## config.mk

```make
export PLATFORM = sky130hd
export DESIGN_NAME = wf_sdp_mem
export DESIGN_NICKNAME = d
export VERILOG_FILES = /design/src/rtl/wf_mem_pkg.sv /design/src/rtl/wf_addr_match.sv /design/src/rtl/wf_ram_core.sv /design/src/rtl/wf_sdp_mem.sv
export SDC_FILE = /design/constraint.sdc
export NUM_CORES = 1
export LEC_CHECK = 0
export CAP_MARGIN = 20
export CORE_MARGIN = 3
export CORE_UTILIZATION = 55
export DETAILED_ROUTE_END_ITERATION = 6
export GPL_TIMING_DRIVEN = 1
export PLACE_DENSITY = 0.71
export SLEW_MARGIN = 20
export SYNTH_ARGS = -nofsm -noshare
export SYNTH_HDL_FRONTEND = slang
export SYNTH_SLANG_ARGS = --single-unit
export TNS_END_PERCENT = 30
```

## constraint.sdc

```tcl
create_clock -name clk -period 2.3 [get_ports clk]
set_clock_uncertainty 0.05 [all_clocks]
set_input_delay 0.345 -clock clk [delete_from_list [all_inputs] [get_ports clk]]
set_output_delay 0.345 -clock clk [all_outputs]
set_load 0.01 [all_outputs]
```

## src/rtl/wf_mem_pkg.sv

```systemverilog
package wf_mem_pkg;

   // Output behaviour of a storage port when it writes and reads in one cycle
   typedef enum logic [1:0] {
      PM_WRITE_FIRST = 2'd0,
      PM_READ_FIRST  = 2'd1,
      PM_NO_CHANGE   = 2'd2
   } port_mode_e;

   function automatic bit is_pow2(input int unsigned v);
      return (v != 0) && ((v & (v - 1)) == 0);
   endfunction

endpackage

```

## src/rtl/wf_addr_match.sv

```systemverilog
module wf_addr_match #(
   parameter int ADDR_W = 6
) (
   input  logic              wr_en,
   input  logic              rd_en,
   input  logic [ADDR_W-1:0] wr_addr,
   input  logic [ADDR_W-1:0] rd_addr,
   output logic              b_we
);

   logic [ADDR_W-1:0] bit_eq;

   // Per-bit equality, reduced afterwards; sits on the address set-up path only
   for (genvar i = 0; i < ADDR_W; i++) begin : g_bit
      assign bit_eq[i] = ~(wr_addr[i] ^ rd_addr[i]);
   end

   assign b_we = wr_en & rd_en & (&bit_eq);

endmodule

```

## src/rtl/wf_ram_core.sv

```systemverilog
module wf_ram_core
   import wf_mem_pkg::*;
#(
   parameter int         DATA_W = 16,
   parameter int         DEPTH  = 64,
   parameter int         ADDR_W = 6,
   parameter port_mode_e B_MODE = PM_WRITE_FIRST
) (
   input  logic              clk,
   input  logic              rst_n,
   // port A: write only
   input  logic              a_we,
   input  logic [ADDR_W-1:0] a_addr,
   input  logic [DATA_W-1:0] a_din,
   // port B: read with optional write
   input  logic              b_en,
   input  logic              b_we,
   input  logic [ADDR_W-1:0] b_addr,
   input  logic [DATA_W-1:0] b_din,
   output logic [DATA_W-1:0] b_dout
);

   logic [DATA_W-1:0] mem [DEPTH];
   logic              b_wr;

   assign b_wr = b_en & b_we;

   // Both ports share one process; a same-address double write carries equal data
   always_ff @(posedge clk) begin
      if (a_we) mem[a_addr] <= a_din;
      if (b_wr) mem[b_addr] <= b_din;
   end

   if (B_MODE == PM_WRITE_FIRST) begin : g_wf
      always_ff @(posedge clk or negedge rst_n) begin
         if (!rst_n)    b_dout <= '0;
         else if (b_en) b_dout <= b_we ? b_din : mem[b_addr];
      end
   end else if (B_MODE == PM_READ_FIRST) begin : g_rf
      always_ff @(posedge clk or negedge rst_n) begin
         if (!rst_n)    b_dout <= '0;
         else if (b_en) b_dout <= mem[b_addr];
      end
   end else begin : g_nc
      always_ff @(posedge clk or negedge rst_n) begin
         if (!rst_n)            b_dout <= '0;
         else if (b_en && !b_we) b_dout <= mem[b_addr];
      end
   end

endmodule

```

## src/rtl/wf_sdp_mem.sv

```systemverilog
module wf_sdp_mem
   import wf_mem_pkg::*;
#(
   parameter int DATA_W = 16,
   parameter int DEPTH  = 64,
   parameter int ADDR_W = $clog2(DEPTH)
) (
   input  logic              clk,
   input  logic              rst_n,
   input  logic              wr_en,
   input  logic [ADDR_W-1:0] wr_addr,
   input  logic [DATA_W-1:0] wr_data,
   input  logic              rd_en,
   input  logic [ADDR_W-1:0] rd_addr,
   output logic [DATA_W-1:0] rd_data
);

   localparam port_mode_e RD_PORT_MODE = PM_WRITE_FIRST;

   if (DATA_W < 1) begin : g_bad_width
      $error("wf_sdp_mem: DATA_W must be at least 1");
   end
   if (DEPTH < 2 || !is_pow2(DEPTH)) begin : g_bad_depth
      $error("wf_sdp_mem: DEPTH must be a power of two of at least 2");
   end
   if ((1 << ADDR_W) != DEPTH) begin : g_bad_addr
      $error("wf_sdp_mem: ADDR_W must equal log2(DEPTH)");
   end

   logic b_we;

   wf_addr_match #(.ADDR_W(ADDR_W)) match_i (
      .wr_en   (wr_en),
      .rd_en   (rd_en),
      .wr_addr (wr_addr),
      .rd_addr (rd_addr),
      .b_we    (b_we)
   );

   wf_ram_core #(
      .DATA_W (DATA_W),
      .DEPTH  (DEPTH),
      .ADDR_W (ADDR_W),
      .B_MODE (RD_PORT_MODE)
   ) core_i (
      .clk    (clk),
      .rst_n  (rst_n),
      .a_we   (wr_en),
      .a_addr (wr_addr),
      .a_din  (wr_data),
      .b_en   (rd_en),
      .b_we   (b_we),
      .b_addr (rd_addr),
      .b_din  (wr_data),
      .b_dout (rd_data)
   );

endmodule

```

==> results by stage <==
Outcome:
- The flow ran to the end, and the final reports show no timing, DRC or antenna violations.

Yosys:
- The dominant cell by count in the synthesized netlist is sky130_fd_sc_hd__edfxtp_1.
- Ranked by instance count, the synthesized netlist is headed by sky130_fd_sc_hd__edfxtp_1 (1024), sky130_fd_sc_hd__mux2i_1 (218), sky130_fd_sc_hd__nor2_1 (105), sky130_fd_sc_hd__a221oi_1 (100), sky130_fd_sc_hd__a22oi_1 (88).
- The share of flip-flops with an asynchronous set or reset is 0.01538.
- Among all flip-flop cells after synthesis, the most frequent one is sky130_fd_sc_hd__edfxtp_1.
- The mean area per synthesized cell is between 15 and 20 sq um.
- The post-synth net total is 2201.
- Of the synthesized area, sequential elements account for 0.7682.
- By area the synthesized netlist is led by sky130_fd_sc_hd__edfxtp_1 (76%), sky130_fd_sc_hd__mux2i_1 (5.4%), sky130_fd_sc_hd__mux4_2 (4.3%).
- The post-synthesis instance total is 2169.
- The mapped netlist covers approximately 40000 sq um.
- Of the post-synthesis cell area, the dominant cell type holds 0.7584.
- The cell type with the highest aggregate area in the netlist is sky130_fd_sc_hd__edfxtp_1.
- The number of synthesized flops with an enable pin is 1024.
- The number of warnings printed during yosys synthesis is 0.
- The number of register bits inferred by synthesis is 1040.
- Counting distinct cell types in the post-synthesis netlist gives 61.

Global route:
- The maximum number of pins on one net before global-route repair is 66.
- Summed over all layers, the global routing overflow is 0.
- The via count of the first global-routing pass is 23340.
- Across every metal layer, demand over resource in global routing totals 0.3063.
- The first-pass GRT wire length is 168.7 mm.
- The initial antenna violation count is 5.

Placed design:
- At the end of routability-driven placement, the weighted congestion stood at 0.9359.
- The HPWL after detailed placement is 77.49 mm.
- The worst slack at placement is -0.5645 ns.
- Port buffering added 47 buffers.
- In this run, placement finished with an instance count of 3438.
- The total placed instance area is 45720 sq um.

Worst setup path:
- In this run the worst setup path terminates at core_i.b_dout[0].
- The nature of the critical path startpoint is a register.
- The length in cells of the worst reg-to-reg path is 5.
- STA puts the critical path data arrival time at approximately 2.7 ns.
- The critical path is of the reg2reg type.
- For the worst setup path, the data required time is about 2.8 ns.
- The source of the critical timing path is core_i.mem[6][0].
- The worst register-to-register path begins at core_i.mem[6][0].
- The end of the worst register-to-register path is core_i.b_dout[0].
- STA classifies the critical path endpoint as a register.
- Along the worst path, the maximum fanout reaches 1.
- The reg2reg setup slack is 0.11 ns.

Layout:
- Leaving out filler cells and counting taps, the final layout contains ~3600.
- Of the cells placed in the final design, the portion with a size suffix greater than 1 is 0.2615.
- The count of nets after finishing is between 2000 and 3000.
- Compared with the post-synthesis result, the final layout area differs by 21.21%.
- The final instance area is 49150 sq um.

Clock tree:
- The clock buffer count from CTS is ~100.
- The insertion delay of the later-clocked pin in the worst-skew pair is 0.67 ns.
- The number of H-tree levels is 3.
- The clock sink total is around 1000.
- The number of buffers inserted by post-CTS setup repair is 0.
- TritonCTS built the clock tree.
- In this run the deepest clock path goes through 3 buffers.
- The tree is rooted in a sky130_fd_sc_hd__clkbuf_16.
- After clock tree synthesis, the clock-pin slew on the worst setup and hold paths is roughly 0.06 ns.

STA:
- At the pin with the least slew margin, the transition time is 0.9213 ns.
- Headroom to the max-slew limit came out at 0.3858.
- The number of hold violations in the final report was 0.
- Setup slack on the critical path of the routed design comes to 0.1101 ns.
- The highest attainable clock frequency is 0.4566 GHz.
- Subtracting the final worst setup slack from the clock period gives 2.190 ns.
- Setup violations remaining at the end of the flow were counted as 0.
- Setup repair after global routing left no endpoint under its margin.
- The fraction of the cycle the final worst path needs is 0.9521.
- The number of max-slew violations in the final report came to 0.

Routing:
- The uppermost metal layer occupied by signal nets is met5.
- The first detailed-routing pass took 6 iterations.
- Wire segments on met3 add up to 13.07 mm in the final route.
- After detailed routing, the number of remaining DRC violations is 0.
- The sum of met2 wire segment lengths after detailed routing is ~54 mm.
- The remaining antenna violation count after routing is 0.
- The mean routed wirelength per cell is 32.36 um.
- In this run, the number of DRC markers left after iteration 0 of detailed routing was 3632.
- The vias after detailed routing is around 24000.
- In the final routing, the length of wire on met1 measures 45.11 mm.
- The total wire length is 117.5 mm.
- In the routed layout, each cell is associated on average with a via count of 6.580.

Power and ir drop:
- The share of total power dissipated in the clock network is 0.414.
- The overall power after layout is 40.86 mW.
- Of the total power, combinational logic draws 0.070.
- In this run the static leakage power is 16.68 nW.
- In this run the power spent charging and discharging nets is 8.784 mW.
- The proportion of total power due to net switching is 0.2150.
- The share of power burned in registers is 0.516.
- The worst-case IR drop observed on VDD is 0.0007842 V.
- The cell area power density is 831.4 nW/um^2.
- Internal power comes to 32.08 mW.

Die:
- The number of placement rows is 98.
- The chip width is 277.5 um.
- For this design the top-level I/O count stands at between 40 and 50.
- The die is 277.5 um tall.
- The floorplan step defined a die boundary enclosing 77020 sq um.
- The core footprint is 72220 sq um.
- The initial utilization of the core area, before any placement, comes to 0.5614.

Flow run:
- The tool flagged a number of max-cap violations equal to 0.

Min path:
- The class of the most critical hold timing path is in2reg.
## final cells by class
cell class | instances | area (sq um)
well taps | 950 | 1189
repair buffers | 459 | 4897
fillers | 4577 | 23070
multi-input cells | 987 | 8491
flip-flops and latches | 1040 | 31150
inverters | 3 | 11.26
diodes | 4 | 10.01
clock inverters | 59 | 681.9
clock buffers | 129 | 2718
## state kept, by name, summed over array words and instances, names as in the netlist
register       flops
core_i.b_dout     16
core_i.mem      1024
## stage by stage
stage / hold slack (ns) / utilization / TNS [ns]
5_1_grt: 0.07044 / 0.6804 / 0
6_report: 0.09511 / 0.6805 / 0
3_3_place_gp: 0.5759 / 0.6331 / -94.56
4_1_cts: 0.06834 / 0.6803 / 0
3_5_place_dp: 0.5898 / 0.6331 / -110.00
2_1_floorplan: -0.0005911 / - / -16.30
## placed cells by master, fill, tap and decap left out, types with 54 or more instances in the layout
| master | Yosys | final |
|---|---|---|
| sky130_fd_sc_hd__clkbuf_16 | 0 | 105 |
| sky130_fd_sc_hd__edfxtp_1 | 1024 | 1024 |
| sky130_fd_sc_hd__mux4_2 | 77 | 77 |
| sky130_fd_sc_hd__a221oi_1 | 100 | 100 |
| sky130_fd_sc_hd__buf_4 | 20 | 299 |
| sky130_fd_sc_hd__a22oi_1 | 88 | 88 |
| sky130_fd_sc_hd__mux2i_1 | 218 | 218 |
| sky130_fd_sc_hd__nor2_1 | 105 | 101 |
| sky130_fd_sc_hd__buf_12 | 2 | 112 |
| sky130_fd_sc_hd__o22ai_1 | 54 | 54 |
## logic make-up (layout without fill, tap and decap cells)
kind of cell / Yosys count / in the layout / share of synthesized area
buffers and inverters: 142 / 650 / 0.02361
other: 0 / 4 / 0
XOR/XNOR: 6 / 6 / 0.001296
flip-flops: 1040 / 1040 / 0.7682
multiplexers: 317 / 317 / 0.1027
AND/OR/NAND/NOR: 264 / 264 / 0.03110
AO/OA/AOI/OAI: 400 / 400 / 0.07307
## power by group through the flow
stage                     clock, mW  sequential [mW]  combinational, mW
after floorplan                   0             21.5               1.17
after global placement            0             21.5               2.77
after detailed placement          0             21.5               2.80
after CTS                      17.0             21.1               2.82
after global routing           17.8             21.1               2.97
final                          16.9             21.1               2.87
## worst min path at each step
stage                           start                 end  cells after the start
floorplan                       rst_n    core_i.b_dout[0]                      0
global placement    core_i.b_dout[11]   core_i.b_dout[11]                      2
detailed placement  core_i.b_dout[11]   core_i.b_dout[11]                      2
CTS                       wr_data[11]  core_i.mem[36][11]                      1
global route              wr_data[11]  core_i.mem[36][11]                      1
finish                    wr_data[11]  core_i.mem[36][11]                      1
## routing by layer
layer	global-route usage	vias to the layer above
met5	0	-
met4	0.1142	2
met3	0.06278	266
met2	0.4678	1543
met1	0.4420	12250
li1	-	9834
## what timing repair did
action | 4_1_cts | 5_1_grt
hold buffers | 1 | 0
endpoints found under the hold margin | 6 | 0
gates resized for setup | 0 | 1
setup endpoints to repair | 0 | 1
## worst max-delay path, stage by stage (launching register included)
cell                       delay [ns]
sky130_fd_sc_hd__edfxtp_1        0.36
sky130_fd_sc_hd__mux4_2          0.53
sky130_fd_sc_hd__o21ai_0         0.34
sky130_fd_sc_hd__o21ai_0         0.34
sky130_fd_sc_hd__a211oi_2        0.33
sky130_fd_sc_hd__a21oi_1         0.12
No activity file was read; power rests on OpenSTA's default activity.
